$ cat config.mk
export PLATFORM = sky130hd
export DESIGN_NAME = pio3_mode0
export DESIGN_NICKNAME = d
export VERILOG_FILES = /design/src/rtl/pio3_pkg.sv /design/src/rtl/pio3_cfg.sv /design/src/rtl/pio3_port.sv /design/src/rtl/pio3_mode0.sv
export SDC_FILE = /design/constraint.sdc
export NUM_CORES = 1
export LEC_CHECK = 0
export ABC_AREA = 1
export BUFFER_PORTS_ARGS = -buffer_cell sky130_fd_sc_hd__buf_2
export CORE_MARGIN = 2
export CORE_UTILIZATION = 34
export CTS_BUF_LIST = sky130_fd_sc_hd__clkbuf_2 sky130_fd_sc_hd__clkbuf_4 sky130_fd_sc_hd__clkbuf_8
export DETAILED_ROUTE_END_ITERATION = 7
export HOLD_SLACK_MARGIN = 0.08
export PLACE_DENSITY = 0.62
export SYNTH_ARGS = -nofsm -noshare
export SYNTH_HDL_FRONTEND = slang
export SYNTH_SLANG_ARGS = --single-unit
$ cat constraint.sdc
create_clock -name clk -period 1.5 [get_ports clk]
set_clock_uncertainty 0.2 [all_clocks]
set_input_delay 0.075 -clock clk [delete_from_list [all_inputs] [get_ports clk]]
set_output_delay 0.075 -clock clk [all_outputs]
set_load 0.1 [all_outputs]
$ cat src/rtl/pio3_pkg.sv
package pio3_pkg;

    typedef enum logic [1:0] {
        SEL_A   = 2'd0,
        SEL_B   = 2'd1,
        SEL_C   = 2'd2,
        SEL_CFG = 2'd3
    } sel_e;

    // Direction state: 1 = listening (input), 0 = driving (output)
    typedef struct packed {
        logic a_in;
        logic b_in;
        logic ch_in;
        logic cl_in;
    } dir_t;

    localparam dir_t DIR_RESET = '{a_in: 1'b1, b_in: 1'b1, ch_in: 1'b1, cl_in: 1'b1};

    // Bit positions inside the setup byte
    localparam int CFG_MODE_BIT = 7;
    localparam int CFG_A_BIT    = 4;
    localparam int CFG_CH_BIT   = 3;
    localparam int CFG_B_BIT    = 1;
    localparam int CFG_CL_BIT   = 0;

    function automatic dir_t make_dir(input logic a, input logic b,
                                      input logic ch, input logic cl);
        dir_t d;
        d.a_in  = a;
        d.b_in  = b;
        d.ch_in = ch;
        d.cl_in = cl;
        return d;
    endfunction

endpackage

$ cat src/rtl/pio3_cfg.sv
module pio3_cfg
    import pio3_pkg::*;
(
    input  logic clk,
    input  logic rst,
    input  logic cfg_wr,     // any write to the setup address
    input  logic cfg_mode,   // bit 7 of that write
    input  dir_t dir_req,
    output dir_t dir,
    output logic accept      // accepted setup write this cycle
);

    assign accept = cfg_wr && cfg_mode;

    always_ff @(posedge clk) begin
        if (rst) begin
            dir <= DIR_RESET;
        end else if (accept) begin
            dir <= dir_req;
        end
    end

    AST_CFG_IGNORED: assert property (@(posedge clk) disable iff (rst)
        $past(cfg_wr && !cfg_mode) && !$past(rst) |-> dir == $past(dir));

    AST_CFG_LOADS: assert property (@(posedge clk) disable iff (rst)
        $past(accept) && !$past(rst) |-> dir == $past(dir_req));

endmodule

$ cat src/rtl/pio3_port.sv
module pio3_port #(
    parameter int W = 8
) (
    input  logic         clk,
    input  logic         rst,
    input  logic         wr,
    input  logic         clr,
    input  logic [W-1:0] wdata,
    input  logic         dir_hi,   // 1 = upper half is input
    input  logic         dir_lo,   // 1 = lower half is input
    input  logic [W-1:0] pin_i,
    output logic [W-1:0] latch_o,
    output logic [W-1:0] rd_o
);

    localparam int H = W / 2;

    always_ff @(posedge clk) begin
        if (rst || clr) begin
            latch_o <= '0;
        end else if (wr) begin
            latch_o <= wdata;
        end
    end

    // Read path: each half picks live pins or its latch
    generate
        for (genvar g = 0; g < 2; g++) begin : g_half
            localparam int LO = g * H;
            localparam int HW = (g == 1) ? (W - H) : H;
            logic sel_in;
            assign sel_in = (g == 1) ? dir_hi : dir_lo;
            assign rd_o[LO +: HW] = sel_in ? pin_i[LO +: HW] : latch_o[LO +: HW];
        end
    endgenerate

    AST_CLEAR_ON_SETUP: assert property (@(posedge clk) disable iff (rst)
        $past(clr) && !$past(rst) |-> latch_o == '0);

    AST_WRITE_LATCHES: assert property (@(posedge clk) disable iff (rst)
        $past(wr && !clr) && !$past(rst) |-> latch_o == $past(wdata));

endmodule

$ cat src/rtl/pio3_mode0.sv
module pio3_mode0
    import pio3_pkg::*;
#(
    parameter int DW = 8
) (
    input  logic          clk,
    input  logic          rst,
    input  logic [1:0]    bus_addr,
    input  logic          bus_wr,
    input  logic [DW-1:0] bus_wdata,
    output logic [DW-1:0] bus_rdata,
    input  logic [DW-1:0] pa_i,
    input  logic [DW-1:0] pb_i,
    input  logic [DW-1:0] pc_i,
    output logic [DW-1:0] pa_o,
    output logic [DW-1:0] pb_o,
    output logic [DW-1:0] pc_o,
    output logic          pa_oe,
    output logic          pb_oe,
    output logic          pc_hi_oe,
    output logic          pc_lo_oe
);

    sel_e          sel;
    dir_t          dir, dir_req;
    logic          cfg_wr, cfg_accept;
    logic [DW-1:0] rd_a, rd_b, rd_c;

    assign sel     = sel_e'(bus_addr);
    assign cfg_wr  = bus_wr && (sel == SEL_CFG);
    assign dir_req = make_dir(bus_wdata[CFG_A_BIT], bus_wdata[CFG_B_BIT],
                              bus_wdata[CFG_CH_BIT], bus_wdata[CFG_CL_BIT]);

    pio3_cfg u_cfg (
        .clk      (clk),
        .rst      (rst),
        .cfg_wr   (cfg_wr),
        .cfg_mode (bus_wdata[CFG_MODE_BIT]),
        .dir_req  (dir_req),
        .dir      (dir),
        .accept   (cfg_accept)
    );

    pio3_port #(.W(DW)) u_port_a (
        .clk(clk), .rst(rst), .wr(bus_wr && sel == SEL_A), .clr(cfg_accept),
        .wdata(bus_wdata), .dir_hi(dir.a_in), .dir_lo(dir.a_in),
        .pin_i(pa_i), .latch_o(pa_o), .rd_o(rd_a)
    );

    pio3_port #(.W(DW)) u_port_b (
        .clk(clk), .rst(rst), .wr(bus_wr && sel == SEL_B), .clr(cfg_accept),
        .wdata(bus_wdata), .dir_hi(dir.b_in), .dir_lo(dir.b_in),
        .pin_i(pb_i), .latch_o(pb_o), .rd_o(rd_b)
    );

    pio3_port #(.W(DW)) u_port_c (
        .clk(clk), .rst(rst), .wr(bus_wr && sel == SEL_C), .clr(cfg_accept),
        .wdata(bus_wdata), .dir_hi(dir.ch_in), .dir_lo(dir.cl_in),
        .pin_i(pc_i), .latch_o(pc_o), .rd_o(rd_c)
    );

    assign pa_oe    = !dir.a_in;
    assign pb_oe    = !dir.b_in;
    assign pc_hi_oe = !dir.ch_in;
    assign pc_lo_oe = !dir.cl_in;

    always_comb begin
        unique case (sel)
            SEL_A:   bus_rdata = rd_a;
            SEL_B:   bus_rdata = rd_b;
            SEL_C:   bus_rdata = rd_c;
            default: bus_rdata = '0;
        endcase
    end

    AST_INPUT_LIVE: assert property (@(posedge clk) disable iff (rst)
        (bus_addr == 2'd0 && !pa_oe) |-> bus_rdata == pa_i);

    AST_OUTPUT_READBACK: assert property (@(posedge clk) disable iff (rst)
        (bus_addr == 2'd1 && pb_oe) |-> bus_rdata == pb_o);

    AST_SETUP_READS_ZERO: assert property (@(posedge clk) disable iff (rst)
        (bus_addr == 2'd3) |-> bus_rdata == '0);

    AST_ENABLE_FROM_BIT4: assert property (@(posedge clk) disable iff (rst)
        $past(bus_wr && bus_addr == 2'd3 && bus_wdata[7]) && !$past(rst)
        |-> pa_oe == !$past(bus_wdata[4]));

endmodule

* Yosys cells after proc, flatten, opt, wreduce, memory -nomap -nowiden
Index checks and enable logic that the tools add are counted.
** Cells by class
- Equality and inequality tests :: 3
- Multiplexer cells :: 7
- Reductions and logical operators :: 11
** Operators with widths (count)
- 4-bit two-way mux :: 6
- 8-bit one-hot mux with 3 select lines :: 1
- 1-bit logical AND :: 5
- 2-bit equality test, second input constant :: 2
- 1-bit zero test :: 4
- 2-bit by 1-bit equality test with 1-bit output, second input constant :: 1
- 2-bit zero test :: 1
- 1-bit logical OR :: 1
** Word-level totals
- Bits in registers :: 28
- Bits of input ports :: 37
- Output and inout port bits :: 36
- Logic and storage cells :: 28

* Longest topological paths before layout
Gate-level depths: netlist (run 1).
- Depth after elaboration :: 4
- Mapped depth :: 5
- Mapped depth without buffers :: 5

* Hierarchy
From an unflattened synthesis (run 1), not the netlist that was laid out.
** Second synthesis, totals
- Cells, all modules :: 290
- Area, all modules :: 1849.3 µm²
** Modules (own cells, without submodules)
- pio3_port :: instances 3, cells an instance 75, area each 494.2 µm², sequential area each 160.2 µm²
- pio3_mode0 :: instances 1, cells an instance 46, area each 217.7 µm², sequential area each 0.0 µm²
- pio3_cfg :: instances 1, cells an instance 19, area each 148.9 µm², sequential area each 80.1 µm²

* Worst setup path before layout (run 1)
Ideal clock, no wire load.
- Kind :: register to output
- Start :: reg, netlist name u_cfg.dir[3]
- End :: out bus_rdata[0]
- Arrival :: 2.214 ns
- Required time :: 1.225 ns
- Setup slack :: -0.989 ns
- Stages on the path, launching flop included :: 6
- Buffers on the path :: 1
- Path through :: dfxtp_1 > buf_2 > clkinv_1 > nand2_1 > nand3_1 > nand3_1
** Between the ends
- Word-level cells in the longest chain between the ends :: 2
** RTL lines
- 4-bit two-way mux :: RTL line pio3_port.sv:33 : assign rd_o[LO +: HW] = sel_in ? pin_i[LO +: HW] : latch_o[LO +: HW];
- 8-bit one-hot mux with 3 select lines :: RTL line pio3_mode0.sv:68 : unique case (sel)
- to (decl) :: RTL line pio3_mode0.sv:11 : output logic [DW-1:0] bus_rdata,
Every way passes these cells.

* Worst setup path in the final report (run 1)
- Start :: reg, netlist name u_cfg.dir[0]
- End :: out bus_rdata[1]
** Between the ends
- Word-level cells in the longest chain between the ends :: 2
** RTL lines (RTL line)
- 4-bit two-way mux :: pio3_port.sv:33
- 8-bit one-hot mux with 3 select lines :: pio3_mode0.sv:68
Every way passes these cells.

==> insert_results.sql, run 1 <==
INSERT INTO impl_metrics (metric_group, metric, value, unit) VALUES
('placed_design', 'placement.cell_area', '2350', 'um^2'),
('layout', 'layoutNonFillerInstCount', '403', ''),
('die', 'core', '4410', 'um^2'),
('sta', 'worst_slew_margin_rel', '0.675', ''),
('grt', 'grt_start_max_net_pins', '18', ''),
('sta', 'timing_max_transition_violations_final', '0', ''),
('worst_setup_path', 'cp.arrival', '1.28', 'ns'),
('run_status', 'run_status', 'complete, but fails checks', ''),
('synthesis', 'syn_inst', '252', ''),
('synthesis', 'synth-seq-cells', '28', ''),
('min_path', 'hold-path-cell-count', '4', ''),
('worst_setup_path', 'crit_start', 'u_cfg.dir[0]$_SDFFE_PP1P_', ''),
('layout', 'finalNetCount', '389', ''),
('worst_setup_path', 'crit_path_top_delay_cell', 'dfxtp_4', ''),
('layout', 'layout.filler_cells', '399', ''),
('routing', 'drt_first_pass_iters', '4', ''),
('layout', 'multi_input_comb_area', '1060', 'um^2'),
('clocking', 'clock_sinks', '28', ''),
('run_status', 'failed_checks', 'negative setup slack', ''),
('synthesis', 'synth-seq-area-share', '0.355', ''),
('min_path', 'hold_end', 'u_port_a.latch_o[7]$_SDFFE_PP0P_', ''),
('layout', 'most-common-layout-cells', 'nand2_1, buf_2, nand2_2, a21oi_1, dfxtp_2', ''),
('worst_setup_path', 'r2r_slack', '0.07', 'ns'),
('flow_run', 'max_capacitance_violation_count', '0', ''),
('placed_design', 'place_inst', '380', ''),
('worst_setup_path', 'crit-reg2reg-launch', 'u_cfg.dir[2]$_SDFFE_PP1P_', ''),
('worst_setup_path', 'crit_path_cell_trace', 'clkinvlp_4 > nand2_1 > nand2_2 > nand2_2 > nand3_4 > buf_12', ''),
('layout', 'finalInstanceArea', '2730', 'um^2'),
('synthesis', 'yosysWarningCount', '0', ''),
('synthesis', 'netlist.area_leader.share', '0.355', ''),
('clocking', 'cts_buffers', '3', ''),
('routing', 'detailroute.via_count', '2058', ''),
('worst_setup_path', 'worst_setup_path_class', 'flop to primary output', ''),
('worst_setup_path', 'reg2regPathDepth', '3', ''),
('synthesis', 'synth.cell_area', '1580', 'um^2'),
('grt', 'initial_antenna_violation_count', '0', ''),
('worst_setup_path', 'critical_path_buf_inv_count', '2', ''),
('clocking', 'clock_insertion_delay_worst_skew', '0.28', 'ns'),
('worst_setup_path', 'worstSetupEndpointType', 'primary output', ''),
('worst_setup_path', 'worst-endpoint-required', '1.22', 'ns'),
('worst_setup_path', 'worst_path_largest_cell_delay', '0.39', 'ns'),
('sta', 'final_period_minus_worst_setup_slack', '1.56', 'ns'),
('power', 'power_density', '781', 'nW/um^2'),
('clocking', 'cts_root_buf', 'clkbuf_8', ''),
('worst_setup_path', 'worst_setup_path_start_kind', 'flop', ''),
('clocking', 'ctsLongestPathBuffers', '2', ''),
('routing', 'route.final.wire_length', '5.53', 'mm'),
('placed_design', 'post-dp-hpwl', '3.97', 'mm'),
('routing', 'detail_route.iter0.violations', '63', ''),
('min_path', 'hold_class', 'input pin to flop', ''),
('power', 'ir_drop', '0.463', 'mV'),
('sta', 'worst_slack', '-0.0584', 'ns'),
('die', 'die_height', '72.2', 'um'),
('sta', 'final_hold_violating_endpoints', '0', ''),
('layout', 'register_area', '606', 'um^2'),
('placed_design', 'place_worst_setup_slack', '0.141', 'ns'),
('layout', 'layout_stage_area_growth_over_the_synthesis_result', '73.1', '%'),
('power', 'total_leakage_power', '1.27', 'nW'),
('clocking', 'cts_tree', 'built', ''),
('worst_setup_path', 'regToRegEndpoint', 'u_cfg.dir[2]$_SDFFE_PP1P_', ''),
('clocking', 'clk_transition_reported_paths', '0.10', 'ns'),
('placed_design', 'buffer_ports.inserted', '72', ''),
('sta', 'grt_setup_unrepaired', 'true', ''),
('routing', 'route.detailed.wl_per_inst', '13.7', 'um'),
('sta', 'setup_viol', '8', ''),
('synthesis', 'syn_avg_cell_area', '6.27', 'um^2'),
('min_path', 'hp-start', 'bus_wr', ''),
('worst_setup_path', 'path_delay_family', 'flip-flops', ''),
('die', 'start_util', '0.358', ''),
('grt', 'first_global_vias', '1963', ''),
('synthesis', 'cell_taking_the_most_area_after_synthesis', 'dfxtp_1', '');
[worst reg2reg max path, delay by kind of cell (launching register included)]
kind | cells | cell delay (ns)
AO/OA/AOI/OAI | 1 | 0.08
buffers and inverters | 1 | 0.57
AND/OR/NAND/NOR | 1 | 0.09
flip-flops | 1 | 0.38
[synth_stat cells]
cell type    n
dfxtp_1     28
clkbuf_1     1
buf_2        3
nand3_1     32
buf_4        3
buf_6        3
nand2_2      1
or2_2        1
nor2_1       1
nand4_1     16
clkinv_1     2
a21oi_1     24
nand2_1    105
inv_2        2
inv_1       22
o21ai_4      1
o21ai_0      4
nor2_2       3
[metal layers]
metal,wire (um),global-route usage,share of wire,up-vias
met4,75,0.0629,0.014,0
met5,0,0,0,-
met2,2850,0.390,0.51,74
li1,-,-,-,1026
met3,358,0.0236,0.065,9
met1,2250,0.277,0.41,949
[state kept, by name (all words and copies together), names as in the netlist]
register,count
u_port_b.latch_o,8
u_port_a.latch_o,8
u_cfg.dir,4
u_port_c.latch_o,8
[area by class of cell]
cell class,instances,share of cell area
inverters,26,0.0421
multi-input cells,188,0.388
flip-flops and latches,28,0.222
clock buffers,4,0.0201
repair buffers,105,0.304
well taps,52,0.0238
[power by group]
group	internal [mW]	leakage, nW	switching (mW)
clock network	0.236	0.0288	0.240
registers	0.766	0.239	0.0232
logic	0.288	0.999	0.583
total	1.29	1.27	0.846
[metrics by stage]
stage / setup TNS, ns / hold slack (ns) / total power, mW / util
2_1_floorplan: -1.27 / 0.000567 / 1.35 / -
3_3_place_gp: 0 / 0.166 / 1.60 / 0.533
6_report: -0.347 / 0.0911 / 2.14 / 0.619
3_5_place_dp: 0 / 0.167 / 1.61 / 0.533
4_1_cts: -0.269 / 0.0827 / 2.13 / 0.615
5_1_grt: -0.775 / 0.106 / 2.22 / 0.619
[worst max-delay path by stage]
stage,to,slack [ns],cells after the start
floorplan,bus_rdata[4],-0.17,5
global placement,bus_rdata[2],0.15,6
detailed placement,bus_rdata[2],0.14,6
CTS,bus_rdata[7],-0.05,6
global route,bus_rdata[2],-0.11,6
finish,bus_rdata[1],-0.06,6
[timing repair]
action | 4_1_cts | 5_1_grt
cloned | 0 | 0
resized for setup | 31 | 11
setup buffers | 2 | 0
endpoints found under the setup margin | 8 | 10
hold buffers | 19 | 0
pin swaps | 8 | 5
endpoints found under the hold margin | 28 | 0
[cells by family after synthesis]
kind of cell	share of synthesized area
AND/OR/NAND/NOR	0.437
flip-flops	0.355
buffers and inverters	0.109
AO/OA/AOI/OAI	0.0991
Note: power is estimated with default switching activity, not from simulation.
==> inputs of run 2 (changes only) <==
--- a/config.mk
+++ b/config.mk
@@ -13,6 +13,7 @@
 export DETAILED_ROUTE_END_ITERATION = 7
 export HOLD_SLACK_MARGIN = 0.08
 export PLACE_DENSITY = 0.62
+export REMOVE_ABC_BUFFERS = 1
 export SYNTH_ARGS = -nofsm -noshare
 export SYNTH_HDL_FRONTEND = slang
 export SYNTH_SLANG_ARGS = --single-unit
==> run 2 against run 1 <==
  * Critical path type unchanged
  * Setup slack better by 0.020 ns
  * Register-to-register slack better by 0.43 ns
  * Power is 1.7% lower
  * Critical path depth stayed put
  * Non-clock buffer count is 1 lower
  * Die area stayed put
  * Global-route usage is 0.59 points lower
  * Clock power is 1% higher
  * Final cell count is 0.25% lower
  * The flow still finishes with violations (negative setup slack)
  * Via count is 1.4% lower
  * Clock-buffer cell count stayed put
  * Sequential share of layout area is 0.46 points higher
==> insert_results.sql, run 2 (synthesis gave the netlist of run 1 again) <==
INSERT INTO impl_metrics (metric_group, metric, value, unit) VALUES
('run_status', 'run_status', 'complete, but fails checks', ''),
('run_status', 'failed_checks', 'negative setup slack', ''),
('worst_setup_path', 'crit_start', 'u_cfg.dir[3]$_SDFFE_PP1P_', ''),
('clocking', 'clock_tree.htree_level_count', '1', ''),
('grt', 'grtUsageTotal', '0.213', ''),
('die', 'die-area', '5210', 'um^2'),
('routing', 'drt_first_pass_iters', '4', ''),
('worst_setup_path', 'worstSetupEndpointType', 'primary output', ''),
('worst_setup_path', 'reg2regPathDepth', '3', ''),
('grt', 'grt_pass1_wl', '8.71', 'mm'),
('routing', 'route.final.wire_length', '5.74', 'mm'),
('clocking', 'cts_root_buf', 'clkbuf_8', ''),
('power', 'total_leakage_power', '1.25', 'nW'),
('sta', 'worst_slew_margin_rel', '0.676', ''),
('routing', 'detail_route.iter0.violations', '184', ''),
('clocking', 'cts_tree', 'built', ''),
('layout', 'layout_commonest_cell', 'nand2_1', ''),
('placed_design', 'post-dp-hpwl', '4.04', 'mm'),
('clocking', 'clock_sinks', '28', ''),
('grt', 'first_global_vias', '1858', ''),
('routing', 'vias_per_cell', '5.05', ''),
('min_path', 'hold-path-cell-count', '4', ''),
('clocking', 'cts_buffers', '3', ''),
('worst_setup_path', 'cp.arrival', '1.26', 'ns'),
('power', 'ir_drop', '0.350', 'mV'),
('sta', 'transition_time_at_the_pin_with_the_least_slew_margin', '0.490', 'ns'),
('layout', 'layoutNonFillerInstCount', '402', ''),
('grt', 'initial_antenna_violation_count', '0', ''),
('routing', 'route.detailed.wl_per_inst', '14.3', 'um'),
('layout', 'layout_stage_area_growth_over_the_synthesis_result', '61.5', '%'),
('die', 'design.portCount', '73', ''),
('placed_design', 'global_placement_routability_congestion', '0.869', ''),
('worst_setup_path', 'r2r_slack', '0.50', 'ns'),
('worst_setup_path', 'worst-endpoint-required', '1.22', 'ns'),
('sta', 'final_hold_violating_endpoints', '0', ''),
('worst_setup_path', 'worst_setup_path_class', 'flop to primary output', ''),
('power', 'power_density', '823', 'nW/um^2'),
('sta', 'timing.fmax', '0.650', 'GHz'),
('die', 'die_height', '72.2', 'um'),
('sta', 'worst_slack', '-0.0383', 'ns'),
('worst_setup_path', 'worst_setup_path_start_kind', 'flop', ''),
('layout', 'antennaDiodeCount', '0', ''),
('layout', 'most-common-layout-cells', 'nand2_1, buf_2, a21oi_1, dfxtp_1', ''),
('power', 'power', '2.10', 'mW'),
('sta', 'grt_setup_unrepaired', 'true', ''),
('worst_setup_path', 'cp-endpoint', 'bus_rdata[1]', ''),
('die', 'rows', '24', ''),
('placed_design', 'buffer_ports.inserted', '72', ''),
('layout', 'finalNetCount', '388', ''),
('routing', 'drc', '0', ''),
('routing', 'detailroute.via_count', '2030', ''),
('die', 'start_util', '0.358', ''),
('worst_setup_path', 'crit-reg2reg-launch', 'u_cfg.dir[3]$_SDFFE_PP1P_', ''),
('sta', 'final_period_minus_worst_setup_slack', '1.54', 'ns'),
('routing', 'antenna_left', '0', ''),
('placed_design', 'place_inst', '379', ''),
('clocking', 'ctsLongestPathBuffers', '2', ''),
('sta', 'hold_slack', '0.0873', 'ns'),
('sta', 'final_worst_path_cycle_share', '1.03', ''),
('clocking', 'clk_transition_reported_paths', '0.10', 'ns'),
('clocking', 'clock_insertion_delay_worst_skew', '0.28', 'ns'),
('worst_setup_path', 'regToRegEndpoint', 'u_cfg.dir[3]$_SDFFE_PP1P_', ''),
('worst_setup_path', 'crit_fanout', '6', ''),
('placed_design', 'place_worst_setup_slack', '0.0621', 'ns'),
('sta', 'setup_viol', '8', ''),
('layout', 'top_regs', 'u_port_a.latch_o x8, u_port_b.latch_o x8, u_port_c.latch_o x8', ''),
('flow_run', 'max_capacitance_violation_count', '0', ''),
('sta', 'timing_max_transition_violations_final', '0', ''),
('layout', 'layout-drive-gt1-share', '0.374', ''),
('grt', 'grt_overflow', '0', ''),
('die', 'chipWidth', '72.2', 'um'),
('grt', 'grt_start_max_net_pins', '18', ''),
('die', 'core', '4410', 'um^2'),
('min_path', 'hold_class', 'input pin to flop', '');
run 2: cell count changes in the layout (fill, tap and decap cells not counted), moves of 2 or more:
cell           before  now
inv_4               0    2
dfxtp_1             0   23
nand2_1            78   98
buf_4              12   14
dfxtp_2            24    1
clkinvlp_4          2    0
nand3_1            15   20
nand3_4             8    0
nand3_2             9   12
nand2_2            28    8
dlygate4sd3_1      18   13
run 2: metrics by stage:
step,setup TNS [ns],instance area (um^2),utilization
CTS,-0.169,2510,0.570
detailed placement,0,2190,0.496
finish,-0.151,2550,0.578
floorplan,-8.38,1500,-
global route,-0.572,2550,0.578
global placement,0,2190,0.496
run 2: how the worst min path moves through the flow:
stage                            start                               end  slack (ns)
after floorplan           bus_wdata[0]         u_cfg.dir[0]$_SDFFE_PP1P_       0.001
after global placement             rst         u_cfg.dir[0]$_SDFFE_PP1P_        0.18
after detailed placement           rst         u_cfg.dir[0]$_SDFFE_PP1P_        0.18
after CTS                  bus_addr[0]         u_cfg.dir[2]$_SDFFE_PP1P_        0.09
after global routing            bus_wr  u_port_a.latch_o[5]$_SDFFE_PP0P_        0.11
final                      bus_addr[0]         u_cfg.dir[2]$_SDFFE_PP1P_        0.09
run 2: area by class of cell:
| type | count | area, um^2 |
|---|---|---|
| fill | 445 | 1860 |
| multi-input combinational | 188 | 926 |
| timing repair buffer | 104 | 815 |
| sequential | 28 | 577 |
| inverter | 26 | 113 |
| tap | 52 | 65.1 |
| clock buffer | 4 | 55.1 |
run 2: metal layers:
layer	track usage	up-vias	wire, um
li1	-	1018	-
met1	0.277	923	2420
met2	0.364	78	2830
met3	0.0194	11	352
met4	0.0797	0	129
met5	0	-	0
run 2: power by group:
part | switching (mW) | internal [mW] | total (mW)
clock | 0.247 | 0.236 | 0.482
sequential | 0.0225 | 0.763 | 0.785
combinational | 0.566 | 0.265 | 0.831
total | 0.835 | 1.26 | 2.10
run 2: repair_timing:
item                                    in CTS  in global routing
pin swaps                                    7                 11
hold buffers                                13                  0
endpoints found under the hold margin       28                  0
buffers inserted                             5                  0
endpoints found under the setup margin      10                  9
gates resized for setup                     34                 11
cloned                                       1                  0
run 2: critical path: stages, from the launching register on:
cell	delay [ns]
dfxtp_4	0.38
clkinv_4	0.08
buf_6	0.13
nand2_2	0.06
nand3_2	0.07
nand3_2	0.10
buf_12	0.17
